**src/rtl/io_port_select.sv**
```systemverilog
module io_port_select #(
  parameter int          AW         = 16,
  parameter logic [15:0] RSV_LINES  = 16'h001B,
  parameter bit          WRITE_ONLY = 1'b0
) (
  input  logic [AW-1:0] addr,
  input  logic          iorq_n,
  input  logic          mreq_n,
  input  logic          rd_n,
  input  logic          wr_n,
  input  logic          m1_n,
  input  logic          rfsh_n,
  input  logic [AW-1:0] port_match,
  input  logic [AW-1:0] port_mask,
  output logic          cs_n,
  output logic          xcvr_oe_n,
  output logic          xcvr_dir,
  output logic          cfg_err
);

  localparam logic [AW-1:0] RSV = AW'(RSV_LINES);

  logic io_cycle, qual, hit, rsv_high, sel, wr_only_cycle;

  assign io_cycle = !iorq_n && mreq_n;
  assign qual     = io_cycle && m1_n && rfsh_n;
  assign hit      = ((addr ^ port_match) & port_mask) == '0;
  assign rsv_high = (addr & RSV) == RSV;
  assign cfg_err  = |(RSV & ~(port_mask & port_match));
  assign sel      = qual && hit && rsv_high && !cfg_err;
  assign cs_n     = !sel;

  assign wr_only_cycle = qual && rd_n && !wr_n;

  generate
    if (WRITE_ONLY) begin : g_oneway
      assign xcvr_oe_n = !wr_only_cycle;
      assign xcvr_dir  = 1'b0;
    end else begin : g_bidir
      assign xcvr_oe_n = !sel;
      assign xcvr_dir  = sel && !rd_n;
    end
  endgenerate

  always_comb begin
    a_r1_io_only: assert (cs_n || (!iorq_n && mreq_n))
      else $error("select outside I/O cycle");
    a_r3_reserved_lines: assert (cs_n || ((addr & RSV) == RSV))
      else $error("select with reserved line low");
    a_r4_cfg_blocks: assert (!cfg_err || cs_n)
      else $error("select with bad configuration");
    a_r5_refresh: assert (rfsh_n || (cs_n && xcvr_oe_n))
      else $error("active during refresh");
    a_r6_int_ack: assert (m1_n || (cs_n && xcvr_oe_n))
      else $error("active during acknowledge");
    a_r8_dir_read: assert (!xcvr_dir || (!xcvr_oe_n && !rd_n))
      else $error("direction toward CPU without read");
  end

endmodule

```
**config.mk**
```make
export PLATFORM = sky130hd
export DESIGN_NAME = io_port_select
export DESIGN_NICKNAME = d
export VERILOG_FILES = /design/src/rtl/io_port_select.sv
export SDC_FILE = /design/constraint.sdc
export NUM_CORES = 1
export LEC_CHECK = 0
export ABC_CLOCK_PERIOD_IN_PS = 2110
export CAP_MARGIN = 30
export CORE_UTILIZATION = 19
export DETAILED_ROUTE_END_ITERATION = 6
export MAX_ROUTING_LAYER = met4
export PLACE_DENSITY = 0.92
export SLEW_MARGIN = 20
export SYNTH_ARGS = -nofsm -noshare
export SYNTH_HDL_FRONTEND = slang
export SYNTH_SLANG_ARGS = --single-unit
```
**constraint.sdc**
```tcl
create_clock -name vclk -period 2.11
set_input_delay 0.422 -clock vclk [all_inputs]
set_output_delay 0.422 -clock vclk [all_outputs]
set_load 0.05 [all_outputs]
```
Word-level counts from Yosys, hierarchy flattened
Cells that the tools add are included.
W data, S select, Z words.
Word-level totals
  register bits after elaboration: 0
  input bits: 54
  word-level logic and storage cells: 18
Operators by class
  equality and inequality tests: 1
  bitwise gates (word level): 4
  reduce and logical (&&, ||, !) cells: 13
Operators with widths (count)
  $and A16 B16 Y16: 1
  $logic_not A16 Y1: 1
  $xor A16 B16 Y16: 1
  $logic_and A1 B1 Y1: 7
  $and A5 B5 Y5: 1
  $not A5 Y5: 1
  $eq A4 B4 Y1 const B: 1
  $logic_not A1 Y1: 4
  $reduce_or A4 Y1: 1

Longest topological paths before layout
  word-level depth: 8
  depth in mapped cells: 5
  depth with buffers taken out: 4

Worst setup path before layout
OpenSTA, ideal clock, no wires.
  kind: input-to-output
  from: input port_match[14]
  to: output xcvr_dir
  data arrival time: 2398 ps
  required time: 1688 ps
  slack: -710 ps
  cell stages on the path: 4
  buffers on the path: 0
  path through: xor2_1 > a22oi_1 > nand4_1 > nor4_1
On the way
  cells in the longest elaborated chain, start to end: 7
Ends and longest elaborated chain
  from (decl): RTL line 13  | input logic [AW-1:0] port_match,
  $xor A16 B16 Y16: RTL line 27  | assign hit = ((addr ^ port_match) & port_mask) == '0;
  $and A16 B16 Y16: RTL line 27
  $logic_not A16 Y1: RTL line 27
  $logic_and A1 B1 Y1 (3 in series): RTL line 30  | assign sel = qual && hit && rsv_high && !cfg_err;
  $logic_and A1 B1 Y1: RTL line 41  | assign xcvr_dir = sel && !rd_n;
  to (decl): RTL line 17  | output logic xcvr_dir,
No other way between the ends.

Final worst setup path
  from: input iorq_n
  to: output xcvr_dir
On the way
  cells in the longest elaborated chain, start to end: 8
Ends and longest elaborated chain
  from (decl): RTL line 7  | input logic iorq_n,
  $logic_not A1 Y1: RTL line 25  | assign io_cycle = !iorq_n && mreq_n;
  $logic_and A1 B1 Y1: RTL line 25
  $logic_and A1 B1 Y1 (2 in series): RTL line 26  | assign qual = io_cycle && m1_n && rfsh_n;
  $logic_and A1 B1 Y1 (3 in series): RTL line 30
  $logic_and A1 B1 Y1: RTL line 41
No other way between the ends.

==> flow_summary.ini <==
[layout]
multiInputGateArea_um2 = 304
drive_gt1_share_pct = 51.9
fillers = 124
final_nets = 160
syn_to_final_growth_pct = 217
regArea_um2 = 0
n_antenna_cell = 0
clkbuf_count = 0
seq_cells = 0

[detailed_routing]
wl_um = 1600
drtIter0Drc = 1
wire_per_inst_um = 13.4
dr.pass1.iters = 2
drt-vias-per-instance = 4.75
vias = 565
ant_nets = 0
route.detailed.drc = 0

[global_route]
grt_pass1_vias = 567
grt_max_degree = 3
grt_util_all_layers_pct = 19.1
overflow = 0
grt_pass1_wl_um = 2040
antenna_found_initial = 0

[yosys]
synthCells = 37
syn_area_per_cell_um2 = 7.44
seq_area_frac_synth_pct = 0
yosysWarningCount = 0
synthesis.area_um2 = 275
synth_nets = 91
synth.distinct_cells = 10

[power_and_ir_drop]
seqPwrFrac_pct = 0
combPwrFrac_pct = 100.0
power_density_nw_per_um2 = 153
p_leak_nw = 0.447
switching_share_pct = 37.4
p_int_w = 0.0000839
switchingPower_w = 0.0000501
ir_drop_mv = 0.0881
clockPowerShare_pct = 0

[placement]
gp_congestion = 0.666
place_ws_ns = -0.357
dpl.hpwl_um = 1400
port_buffers = 57

[die]
coreArea_um2 = 1320
pin_count = 58
initial_core_util_pct = 20.9
dieArea_um2 = 1600
die_y_um = 40.1
row_count = 13
die_w_um = 40.1

[run]
maxCapViolations = 0

[timing]
hold_viol_final = 0
maxSlewViolCount = 0
fin_ws_ns = -0.0112
fin_crit_sh_pct = 101
maxSlewHeadroom_pct = 79.5
holdWs_ns = 1.37
final-setup-viol-count = 1
rsz0062_at_grt = true
fmaxAchievable_ghz = 0.471
worstMarginPinSlew_ns = 0.305
final.min_clock_period_ns = 2.12

[critical_path]
worstPathRequired_ns = 1.69
crit_type = in2out
worstPathArrival_ns = 1.70
worst_setup_path_start_kind = input pin
crit_fanout = 2
endpoint_kind = output pin

[run_status]
violations = negative setup slack
status = complete, but fails checks

[worst_hold_path]
worstHoldStart = port_mask[15]
min_path_cells = 6
hp-class = in2out
min_to = xcvr_dir
## cell usage after synthesis
master / instances / area share [%]
nand4b_1: 1 / 3.2
a22oi_1: 8 / 22
inv_1: 1 / 1.4
nand2_1: 1 / 1.4
nand4_1: 5 / 11
nor2_1: 2 / 2.7
xor2_1: 16 / 51
nor4_1: 1 / 2.3
or3_1: 1 / 2.3
buf_4: 1 / 2.7
## metal layers
| metal | global-route usage [%] | wire length (µm) | vias to the layer above | share of wire, % |
|---|---|---|---|---|
| met5 | - | 0 | - | 0 |
| li1 | - | - | 278 | - |
| met4 | 6.90 | 39 | 0 | 2.4 |
| met2 | 44.4 | 991 | 32 | 62 |
| met1 | 14.0 | 460 | 251 | 29 |
| met3 | 1.11 | 103 | 4 | 6.5 |
## layout make-up
cell class | count | share of cell area [%]
timing repair buffer | 68 | 62.6
tap | 15 | 2.15
multi-input combinational | 35 | 34.8
inverter | 1 | 0.430
## how the worst max path moves through the flow
stage                        start   endpoint  slack (ns)  cells after the start
floorplan           port_match[14]  xcvr_oe_n        0.05                      5
global placement    port_match[14]   xcvr_dir       -0.31                      7
detailed placement   port_match[0]   xcvr_dir       -0.36                      7
CTS                  port_match[9]   xcvr_dir       -0.02                      7
global route          port_mask[4]   xcvr_dir       -0.07                      7
finish                      iorq_n   xcvr_dir       -0.01                      7
## per-stage QoR
stage | utilization (%) | power [W] | area, µm² | TNS [ns] | instances
final | 66.3 | 0.000134 | 873 | -0.0112 | 119
after global placement | 70.2 | 0.000156 | 925 | -0.843 | 114
after global routing | 66.3 | 0.000146 | 873 | -0.0985 | 119
after CTS | 69.3 | 0.000135 | 913 | -0.0250 | 119
after floorplan | - | 0.0000375 | 295 | 0 | 37
after detailed placement | 70.2 | 0.000162 | 925 | -0.910 | 114
## logic make-up (layout without fill, tap and decap cells)
family | after synthesis | count (layout) | synth area share, %
xor gates and xnor gates | 16 | 16 | 50.9
and+or+nand+nor | 11 | 11 | 23.2
AOI/OAI and AO/OA | 8 | 8 | 21.8
buffers and inverters | 2 | 69 | 4.09
## worst max-delay path: stages
cell and delay, ns:
clkdlybuf4s15_1 0.15, nand4b_1 0.17, nor2_1 0.13, nand4_1 0.13, buf_4 0.17, nor4_4 0.33, buf_12 0.18
## cell usage in the layout, fill, tap and decap left out, types with 5 or more instances in the layout
cell type	n
a22oi_1	5
buf_2	11
buf_4	10
buf_6	5
clkbuf_2	14
dlygate4sd2_1	16
nand4_1	5
xor2_1	16
## power by group through the flow
stage | clock (W) | sequential [W] | combinational, W
after detailed placement | 0 | 0 | 0.000162
after global placement | 0 | 0 | 0.000156
final | 0 | 0 | 0.000134
after global routing | 0 | 0 | 0.000146
after CTS | 0 | 0 | 0.000135
after floorplan | 0 | 0 | 0.0000375
## repair_timing
action                                 in CTS  in global routing
buffers inserted                            6                  0
hold buffers                                0                  0
endpoints found under the hold margin       0                  0
pin swaps                                  24                 19
setup endpoints to repair                   3                  4
resized for setup                         107                 35
(Power assumes the default switching activity.)
